`src/rtl/evt_cause_pkg.sv`:
```
package evt_cause_pkg;
  typedef enum logic {
    SEL_MASK  = 1'b0,
    SEL_CAUSE = 1'b1
  } wsel_e;
endpackage

```
`src/rtl/evt_edge_sense.sv`:
```
module evt_edge_sense #(
  parameter int NUM_SRC = 13
) (
  input  logic               clk,
  input  logic               rst_n,
  input  logic [NUM_SRC-1:0] stat_i,
  output logic [NUM_SRC-1:0] stat_q_o,
  output logic [NUM_SRC-1:0] rise_o,
  output logic               primed_o
);
  logic [NUM_SRC-1:0] prev_q, prev_d;
  logic               primed_q, primed_d;

  always_comb begin
    prev_d   = stat_i;
    primed_d = 1'b1;
    rise_o   = primed_q ? (stat_i & ~prev_q) : '0;
  end

  always_ff @(posedge clk or negedge rst_n) begin
    if (!rst_n) begin
      prev_q   <= '0;
      primed_q <= 1'b0;
    end else begin
      prev_q   <= prev_d;
      primed_q <= primed_d;
    end
  end

  assign stat_q_o = prev_q;
  assign primed_o = primed_q;

  a_r9_no_rise_before_primed: assert property (@(posedge clk) disable iff (!rst_n)
    !primed_q |-> (rise_o == '0));
endmodule

```
`src/rtl/evt_cause_bank.sv`:
```
module evt_cause_bank #(
  parameter int NUM_SRC = 13
) (
  input  logic               clk,
  input  logic               rst_n,
  input  logic [NUM_SRC-1:0] rise_i,
  input  logic [NUM_SRC-1:0] clr_i,
  output logic [NUM_SRC-1:0] cause_o
);
  logic [NUM_SRC-1:0] cause_q, cause_d;

  for (genvar b = 0; b < NUM_SRC; b++) begin : g_bit
    always_comb begin
      cause_d[b] = rise_i[b] | (cause_q[b] & ~clr_i[b]);
    end
  end

  always_ff @(posedge clk or negedge rst_n) begin
    if (!rst_n) cause_q <= '0;
    else        cause_q <= cause_d;
  end

  assign cause_o = cause_q;

  a_r2_edge_sets: assert property (@(posedge clk) disable iff (!rst_n)
    (rise_i != '0) |=> ((cause_q & $past(rise_i)) == $past(rise_i)));
  a_r4_clear_drops: assert property (@(posedge clk) disable iff (!rst_n)
    ((clr_i & ~rise_i) != '0) |=> ((cause_q & $past(clr_i & ~rise_i)) == '0));
  a_r3_no_spurious_set: assert property (@(posedge clk) disable iff (!rst_n)
    (rise_i == '0) |=> ((cause_q & ~$past(cause_q)) == '0));
endmodule

```
`src/rtl/evt_mask_reg.sv`:
```
module evt_mask_reg #(
  parameter int NUM_SRC = 13
) (
  input  logic               clk,
  input  logic               rst_n,
  input  logic               load_i,
  input  logic [NUM_SRC-1:0] data_i,
  output logic [NUM_SRC-1:0] mask_o
);
  logic [NUM_SRC-1:0] mask_q, mask_d;

  always_comb begin
    mask_d = load_i ? data_i : mask_q;
  end

  always_ff @(posedge clk or negedge rst_n) begin
    if (!rst_n) mask_q <= '0;
    else        mask_q <= mask_d;
  end

  assign mask_o = mask_q;

  a_r6_mask_holds: assert property (@(posedge clk) disable iff (!rst_n)
    !load_i |=> $stable(mask_q));
endmodule

```
`src/rtl/evt_cause_ctrl.sv`:
```
module evt_cause_ctrl #(
  parameter int NUM_SRC = 13
) (
  input  logic               clk,
  input  logic               rst_n,
  input  logic [NUM_SRC-1:0] stat_i,
  input  logic               wr_en_i,
  input  logic               wr_sel_i,
  input  logic [NUM_SRC-1:0] wr_data_i,
  output logic [NUM_SRC-1:0] stat_o,
  output logic [NUM_SRC-1:0] cause_o,
  output logic [NUM_SRC-1:0] mask_o,
  output logic               irq_o
);
  import evt_cause_pkg::*;

  wsel_e              sel;
  logic [NUM_SRC-1:0] rise, clr, cause, mask;
  logic               mask_load, primed;
  logic               irq_q, irq_d;

  assign sel       = wsel_e'(wr_sel_i);
  assign mask_load = wr_en_i && (sel == SEL_MASK);
  assign clr       = (wr_en_i && (sel == SEL_CAUSE)) ? wr_data_i : '0;

  evt_edge_sense #(.NUM_SRC(NUM_SRC)) u_sense (
    .clk(clk), .rst_n(rst_n), .stat_i(stat_i),
    .stat_q_o(stat_o), .rise_o(rise), .primed_o(primed)
  );

  evt_cause_bank #(.NUM_SRC(NUM_SRC)) u_cause (
    .clk(clk), .rst_n(rst_n), .rise_i(rise), .clr_i(clr), .cause_o(cause)
  );

  evt_mask_reg #(.NUM_SRC(NUM_SRC)) u_mask (
    .clk(clk), .rst_n(rst_n), .load_i(mask_load), .data_i(wr_data_i), .mask_o(mask)
  );

  always_comb begin
    irq_d = |(cause & mask);
  end

  always_ff @(posedge clk or negedge rst_n) begin
    if (!rst_n) irq_q <= 1'b0;
    else        irq_q <= irq_d;
  end

  assign cause_o = cause;
  assign mask_o  = mask;
  assign irq_o   = irq_q;

  a_r8_zero_mask_quiet: assert property (@(posedge clk) disable iff (!rst_n)
    (mask == '0) |=> !irq_q);
  a_r7_irq_needs_cause: assert property (@(posedge clk) disable iff (!rst_n)
    $rose(irq_q) |-> ($past(cause) != '0));
  a_r9_first_edge_quiet: assert property (@(posedge clk) disable iff (!rst_n)
    !primed |=> (cause == '0));
  a_r1_reset_irq: assert property (@(posedge clk) disable iff (!rst_n)
    !primed |-> !irq_q);
endmodule

```
`config.mk`:
```
export PLATFORM = sky130hd
export DESIGN_NAME = evt_cause_ctrl
export DESIGN_NICKNAME = d
export VERILOG_FILES = /design/src/rtl/evt_cause_pkg.sv /design/src/rtl/evt_edge_sense.sv /design/src/rtl/evt_cause_bank.sv /design/src/rtl/evt_mask_reg.sv /design/src/rtl/evt_cause_ctrl.sv
export SDC_FILE = /design/constraint.sdc
export NUM_CORES = 1
export LEC_CHECK = 0
export BUFFER_PORTS_ARGS = -buffer_cell sky130_fd_sc_hd__clkbuf_2
export CAP_MARGIN = 30
export CORE_UTILIZATION = 47
export CTS_CLUSTER_DIAMETER = 80
export CTS_CLUSTER_SIZE = 20
export DETAILED_ROUTE_END_ITERATION = 10
export PLACE_DENSITY = 0.79
export SLEW_MARGIN = 20
export SYNTH_ARGS = -nofsm -noshare
export SYNTH_HDL_FRONTEND = slang
export SYNTH_HIERARCHICAL = 1
export SYNTH_SLANG_ARGS = --single-unit
```
`constraint.sdc`:
```
create_clock -name clk -period 1.1 [get_ports clk]
set_input_delay 0.22 -clock clk [delete_from_list [all_inputs] [get_ports clk]]
set_output_delay 0.22 -clock clk [all_outputs]
set_load 0.05 [all_outputs]
```
* After elaboration in Yosys (flattened, before gate mapping)
Index checks and enable logic that the tools add are counted.
W data, S select, Z words.
** Cells by class
- Bitwise gates (word level) :: 43
- Muxes and demuxes :: 2
- Reduce and logical (&&, ||, !) cells :: 3
** Operators by type and width (number)
- $and A13 B13 Y13 :: 2
- $mux W13 :: 2
- $not A1 Y1 :: 14
- $and A1 B1 Y1 :: 13
- $not A13 Y13 :: 1
- $or A1 B1 Y1 :: 13
- $reduce_or A13 Y1 :: 1
- $logic_and A1 B1 Y1 :: 2
** Word-level totals
- Flip-flop bits (word level) :: 41
- Input bits :: 30
- Output and inout port bits :: 40
- Logic and storage cells :: 53

* Longest topological paths before layout
Gate-level depths: netlist of run 1.
- Depth after elaboration :: 5
- Depth in mapped cells :: 4
- Mapped depth without buffers :: 3

* Hierarchy
Netlist of run 1, hierarchy kept.
** Modules (own cells, without submodules)
- evt_mask_reg :: instances 1, area an instance 520.5 um^2, cells an instance 27, seq. area each 325.3 um^2
- evt_edge_sense :: instances 1, area an instance 483.0 um^2, cells an instance 29, seq. area each 350.3 um^2
- evt_cause_bank :: instances 1, area an instance 471.7 um^2, cells an instance 39, seq. area each 325.3 um^2
- evt_cause_ctrl :: instances 1, area an instance 182.7 um^2, cells an instance 25, seq. area each 25.0 um^2

* Worst setup path before layout of run 1
Ideal clock, no wire load.
- Kind :: input port to flip-flop
- Start point :: input wr_en_i
- End point :: register u_mask.mask_q[11] (netlist: u_mask/mask_o[11])
- Arrival :: 1.144 ns
- Stages :: 4
- Required time :: 0.975 ns
- Library setup time :: 0.125 ns
- Path slack :: -0.169 ns
- Buffers on the path :: 2
- Cells stage by stage :: buf_2 > nor2b_1 > buf_6 > mux2_4
** Between the ends
- Cells in the longest elaborated chain, start to end :: 1
** Ends and longest elaborated chain
- start: declaration :: line evt_cause_ctrl.sv:7 : input logic wr_en_i,
- $logic_and A1 B1 Y1 :: line evt_cause_ctrl.sv:23 : assign mask_load = wr_en_i && (sel == SEL_MASK);
- named net mask_load :: line evt_cause_ctrl.sv:19 : logic mask_load, primed;
- end signal: assignment :: line evt_mask_reg.sv:18 : else mask_q <= mask_d;
- end: declaration :: line evt_mask_reg.sv:10 : logic [NUM_SRC-1:0] mask_q, mask_d;
The timed path passes the listed nets, and every way through them passes these cells.
A chain may end at the register's enable or synchronous reset.

* Worst setup path in the final report of run 1
- Start point :: register u_mask.mask_q[5] (netlist: u_mask/mask_o[5])
- End point :: register irq_q (netlist: irq_o)
** Between the ends
- Cells in the longest elaborated chain, start to end :: 2
** Ends and longest elaborated chain
- $and A13 B13 Y13 :: line evt_cause_ctrl.sv:40 : irq_d = |(cause & mask);
- $reduce_or A13 Y1 :: line evt_cause_ctrl.sv:40
- named net irq_d :: line evt_cause_ctrl.sv:20 : logic irq_q, irq_d;
- end signal: assignment :: line evt_cause_ctrl.sv:45 : else irq_q <= irq_d;
- end: declaration :: line evt_cause_ctrl.sv:20
The timed path passes the listed nets, and every way through them passes these cells.

==> key figures, run 1 <==
Routing
  • Via count: roughly 1500
  • DR pass1 iterations: 4
  • Wirelength, routed: roughly 5.2 mm
  • Antenna-violating nets left: 0
  • Drt drc: 0
  • Vias per cell: around 5.2
  • Detail-routed net length per standard cell: about 18 um
  • First-iteration detailed-routing DRC count: 97

Die
  • Ports: 70
  • Chip Width: around 60 um
  • Die Footprint: between 0.003 and 0.004 sq mm
  • DIE HEIGHT: a little over 60 um
  • Core box area: approximately 0.0034 sq mm
  • # rows: 21
  • Initial Util: approximately 49%

Timing
  • Crit share post-route: 109%
  • Hold Fails Final Rpt: 0
  • Final setup vio count: a little over 40
  • Final Max Slew Viols: 0
  • Peak Freq: a little over 800 MHz
  • Fin Setup TNS: -2670 ps
  • Unrepaired setup endpoints after global routing: true
  • Max Clock Skew: 4.47 ps
  • Post-route minimum period: ~1200 ps
  • Final setup margin: -103 ps

Yosys
  • Asr flop ratio synth: 100%
  • Synthesized flop and latch total: 41
  • Top cell type's share of synthesized area: around three fifths
  • Syn Inst Count: 120
  • Yosys cell types: 16
  • Synthesized area: roughly 0.0017 sq mm
  • Top FF cell, synth: dfrtp_1
  • Synthesis Warnings: 6
  • Number of synthesized flops with an enable pin: 0
  • Seq/Total Area, Yosys: just over 60%
  • Mapped Nets: 150
  • Synth area leaders: dfrtp_1, mux2_4, a21o_1
  • Mapped Avg Cell Area: 13.8 sq um
  • Count leader, synth: dfrtp_1
  • Most common library cells after synthesis: dfrtp_1, and3_1, a21o_1, inv_1
  • Post-synth top area cell: dfrtp_1

Global route
  • GR Util met1: between 30% and 40%
  • Initial antenna violation count: 0
  • Global Route Usage Sum: approximately 28%
  • Grt ovf: 0
  • Largest net degree at the start of global routing: 32
  • Most used routing layer: met2
  • First-pass GRT wire length: between 7 and 8 mm
  • Met2 Usage GRT: 49.5%
  • Number of global-route vias before repair: between 1500 and 2000
  • Met3 usage: under 10%

Placement
  • Detailed placement HPWL: ~2.7 mm
  • Buffers on Ports: slightly below 70
  • Final weighted congestion in routability-driven placement: 0.722

Setup path
  • WS Path Type: flip-flop to flip-flop
  • Critical path cell sequence: buf_4, a222oi_1, nand4_1
  • CP startpoint kind: flip-flop
  • CP max-delay cell: dfrtp_2
  • Critical-path maximum fanout: 2
  • CP Capture Type: flip-flop
  • Crit path largest cell delay: roughly 430 ps
  • Arr. time, crit path: between 1000 and 1500 ps
  • WP data required: 1330 ps

Power and ir drop
  • Static leakage: 1.52 nW
  • IR Drop Worst-Case VDD: 0.00111 V
  • Pwr per Cell Area: roughly 1600 mW/mm^2

Clock tree
  • H-Tree Level Count: 2
  • Clock tree buffer depth: 2
  • Clock transition at the registers of the reported paths: around 120 ps
  • Root buffer cell: clkbuf_4
  • Clk sinks: 41
  • Clk_lat worst skew: 350 ps
  • CTS buffer count: 5
  • CTS tree: yes

Cells and area
  • Antenna diodes: 0
  • # fillers: about 160
  • Reg area: roughly 0.0011 sq mm
  • Nets@finish: approximately 270
  • Area Overhead vs Synth: 77.2%
  • Layout cell share with drive strength beyond 1: about three fifths
  • Multi-input logic area: 573 sq um
  • End-of-flow core utilization: between 80% and 90%

Outcome
  • Violated checks: setup timing
  • Status: complete, but fails checks

Flow run
  • Max_cap viols: 0

Worst hold path
  • Worst Hold Class: input port to flip-flop
-- cells by family after synthesis --
kind of cell	count (synthesis)	share of synthesized area, %
multiplexers	13	11.1
AO/OA/AOI/OAI	19	8.75
other	1	0.226
flip-flops	41	61.9
buffers and inverters	17	4.91
AND/OR/NAND/NOR	29	13.1
-- sequential cells by signal, summed over array words and instances (netlist names) --
register,flops
u_sense/stat_q_o,13
u_mask/mask_o,13
u_cause/cause_o,13
u_sense/primed_o,1
irq_o,1
-- worst max-delay path, delay by kind of cell (launching register included) --
| kind | cells | cell delay (ps) |
|---|---|---|
| AOI/OAI and AO/OA | 1 | 370 |
| buffers and inverters | 1 | 140 |
| and+or+nand+nor | 1 | 130 |
| DFF | 1 | 430 |
-- layout by cell type, fill, tap and decap left out, drive strengths merged --
| cell | instances |
|---|---|
| a21o | 13 |
| a222oi | 1 |
| a22oi | 5 |
| and3 | 14 |
| and3b | 13 |
| buf | 70 |
| clkbuf | 39 |
| conb | 1 |
| dfrtp | 41 |
| dlygate4sd3 | 14 |
| inv | 13 |
| mux2 | 13 |
| nand4 | 1 |
| nor2b | 1 |
-- metrics by stage --
step | std cells | hold WS [ps] | area (sq um) | power, W | setup slack [ps]
floorplan | 120 | -75.6 | 1700 | 0.00273 | 1.34
global placement | 236 | 110 | 2120 | 0.00306 | 34.8
detailed placement | 236 | 115 | 2120 | 0.00310 | 15.8
CTS | 279 | 102 | 2830 | 0.00435 | -109
global route | 285 | 112 | 2940 | 0.00474 | -196
finish | 285 | 110 | 2940 | 0.00459 | -103
-- power by group --
part           total, W  switching [W]  internal [W]
clock          0.000795       0.000480      0.000316
combinational   0.00190       0.000985      0.000910
sequential      0.00190       0.000199       0.00170
-- what timing repair did --
item | 4_1_cts | 5_1_grt
resized for setup | 80 | 42
hold buffers | 14 | 0
pin swaps | 0 | 1
buffers inserted | 21 | 6
setup endpoints to repair | 40 | 54
endpoints found under the hold margin | 23 | 0
-- routing by layer --
| layer | wire [um] | share of wire, % |
|---|---|---|
| met1 | 1950 | 38 |
| met4 | 131 | 2.5 |
| met5 | 0 | 0 |
| met3 | 323 | 6.2 |
| met2 | 2780 | 54 |
-- layout make-up --
class                           instances  share of cell area [%]
Sequential cell                        41                    35.8
Timing Repair Buffer                  115                    39.1
Tap cell                               46                    1.96
Clock buffer                            8                    2.00
Multi-Input combinational cell         62                    19.5
Inverter                               13                    1.66
-- worst paths after layout --
kind                               startpoint                   to  slack (ps)  cells after the start
max                          u_mask/mask_o[5]                irq_o        -100                      3
min                              wr_data_i[1]     u_mask/mask_o[1]         110                      2
max reg2reg                  u_mask/mask_o[5]                irq_o        -100                      3
min reg2reg                u_cause/cause_o[8]   u_cause/cause_o[8]         550                      1
max in group asynchronous               rst_n  u_sense/stat_q_o[0]         350                      3
min in group asynchronous               rst_n  u_cause/cause_o[10]         270                      2
Power figures use the tool's default switching activity.
==> run 2: changes to the inputs <==
--- a/config.mk
+++ b/config.mk
@@ -7,6 +7,7 @@
 export LEC_CHECK = 0
 export BUFFER_PORTS_ARGS = -buffer_cell sky130_fd_sc_hd__clkbuf_2
 export CAP_MARGIN = 30
+export CORE_ASPECT_RATIO = 1.25
 export CORE_UTILIZATION = 47
 export CTS_CLUSTER_DIAMETER = 80
 export CTS_CLUSTER_SIZE = 20
==> run 2 against run 1 <==
Wire length shrank 12%. Utilization shrank 4.1 points. Power rose by 6.2%. Clock-buffer cell count decreased by 1. Final cell count is 13% lower. Critical path depth up 1. Clock power increased by 57%. Maximum frequency increased by 4.9%. Non-clock buffer count decreased by 28. Combinational power fell by 10%. Sequential power is essentially flat. The run still ends with setup timing left. Clock skew rose by 1.0 ps.
==> key figures, run 2 (synthesized netlist as in run 1, its figures left out) <==
Cells and area
  • End-of-flow core utilization: a little over four fifths
  • # fillers: 181
  • Nets@finish: between 200 and 250
  • Antenna diodes: 0
  • Layout cell share with drive strength beyond 1: roughly 60%
  • Area Overhead vs Synth: 64.8%
  • Commonest non-fill, non-tap cell in the layout: buf_8
  • Most frequent cells in the layout: buf_8, clkbuf_2, dfrtp_1, dfrtp_2

Timing
  • Final Max Slew Viols: 0
  • Hold Fails Final Rpt: 0
  • Max Clock Skew: between 5 and 6 ps
  • Unrepaired setup endpoints after global routing: true
  • Fin Setup TNS: -214 ps
  • Crit share post-route: 104%
  • Final setup vio count: 19
  • Post-route minimum period: 1150 ps
  • Final setup margin: -47.4 ps
  • Peak Freq: 872 MHz

Routing
  • Wirelength, routed: 4.58 mm
  • Via count: 1318
  • DR pass1 iterations: 4
  • Antenna-violating nets left: 0
  • Drt drc: 0
  • Detail-routed net length per standard cell: between 15 and 20 um
  • First-iteration detailed-routing DRC count: 33
  • Vias per cell: ~5.3

Clock tree
  • CTS buffer count: 5
  • Clk_lat worst skew: slightly below 300 ps
  • H-Tree Level Count: 2
  • Clock tree buffer depth: 2
  • CTS tree: yes
  • Root buffer cell: clkbuf_8
  • Clk sinks: 41
  • Clock transition at the registers of the reported paths: about 80 ps

Setup path
  • Critical-path maximum fanout: 2
  • Arr. time, crit path: around 1300 ps
  • CP startpoint kind: flip-flop
  • CP Capture Type: flip-flop
  • WS Path Type: flip-flop to flip-flop
  • Worst reg2reg setup slack: -50 ps
  • WP data required: 1270 ps

Power and ir drop
  • Clock Power Share: ~26%
  • Internal power: 0.00323 W
  • IR Drop Worst-Case VDD: around 0.0015 V
  • Psw: 0.00164 W
  • Static leakage: roughly 1.4 nW
  • Seq pwr share: approximately 39%
  • Comb pwr share: 35.1%
  • Switch share: about 34%
  • Pwr per Cell Area: between 1500 and 2000 mW/mm^2

Global route
  • Number of global-route vias before repair: about 1300
  • Grt ovf: 0
  • Initial antenna violation count: 0
  • Largest net degree at the start of global routing: 42
  • First-pass GRT wire length: between 6 and 7 mm
  • Global Route Usage Sum: about a quarter

Die
  • Core box area: 0.00328 sq mm
  • Chip Width: about 55 um
  • Ports: 70
  • # rows: 23
  • Die Footprint: ~0.0038 sq mm
  • Initial Util: 50.5%
  • DIE HEIGHT: between 60 and 70 um

Placement
  • Buffers on Ports: between 60 and 70
  • Detailed placement HPWL: roughly 2.7 mm
  • Final weighted congestion in routability-driven placement: approximately 0.81

Outcome
  • Violated checks: setup timing
  • Status: complete, but fails checks

Flow run
  • Max_cap viols: 0

Worst hold path
  • Worst Hold Class: input port to flip-flop
[run 2: changes by cell type in the layout (fill, tap and decap cells not counted), moves of 2 or more]
cell,change
clkbuf_8,+4
a22oi_2,-2
clkbuf_4,-5
a22oi_1,+2
dlygate4sd3_1,-13
buf_4,-16
[run 2: worst paths after layout]
path                                     from             endpoint  depth (start not counted)
max reg2reg                  u_mask/mask_o[9]                irq_o                          4
max                          u_mask/mask_o[9]                irq_o                          4
min                                 stat_i[5]  u_sense/stat_q_o[5]                          1
min reg2reg                u_cause/cause_o[5]   u_cause/cause_o[5]                          1
max in group asynchronous               rst_n     u_sense/primed_o                          3
min in group asynchronous               rst_n  u_sense/stat_q_o[8]                          3
[run 2: area by class of cell]
type | count | area (sq um) | area share, %
Sequential cell | 41 | 1050 | 38.5
Timing Repair Buffer | 87 | 911 | 33.3
Multi-Input combinational cell | 62 | 558 | 20.4
Clock buffer | 7 | 86.3 | 3.16
Inverter | 13 | 48.8 | 1.79
Tap cell | 37 | 46.3 | 1.69
Clock inverter | 1 | 30.0 | 1.10
[run 2: critical path: stages (launching register included)]
cell and delay, ps:
dfrtp_2 430, buf_4 150, a22oi_1 150, and3_1 210, nand4_1 90
[run 2: power by group through the flow]
stage / Sequential [W] / Combinational (W) / Clock [W]
4_1_cts: 0.00186 / 0.00159 / 0.00127
3_3_place_gp: 0.00187 / 0.00120 / 0
6_report: 0.00192 / 0.00171 / 0.00125
2_1_floorplan: 0.00246 / 0.000267 / 0
5_1_grt: 0.00193 / 0.00177 / 0.00133
3_5_place_dp: 0.00188 / 0.00122 / 0
[run 2: what timing repair did]
action                                  in CTS  in global routing
resized for setup                           80                 41
cloned                                       0                  0
pin swaps                                    0                  2
endpoints found under the hold margin       41                  0
endpoints found under the setup margin      40                 43
setup buffers                               10                  3
hold buffers                                 1                  0
[run 2: per-stage QoR]
| stage | setup slack (ps) | std cells | power (W) | instance area (sq um) | hold slack [ps] |
|---|---|---|---|---|---|
| after floorplan | 1.34 | 120 | 0.00273 | 1700 | -75.6 |
| after global placement | 26.2 | 226 | 0.00306 | 2100 | 208 |
| after detailed placement | -2.63 | 226 | 0.00310 | 2100 | 212 |
| after CTS | -36.2 | 245 | 0.00472 | 2660 | 32.0 |
| after global routing | -82.0 | 248 | 0.00503 | 2730 | 23.7 |
| final | -47.4 | 248 | 0.00487 | 2730 | 37.8 |
[run 2: layer usage]
| layer | track usage, % | vias up | wire length, um |
|---|---|---|---|
| li1 | - | 595 | - |
| met4 | 10.6 | 0 | 94 |
| met1 | 27.3 | 664 | 1690 |
| met3 | 7.11 | 10 | 201 |
| met2 | 46.8 | 49 | 2590 |
| met5 | 0 | - | 0 |
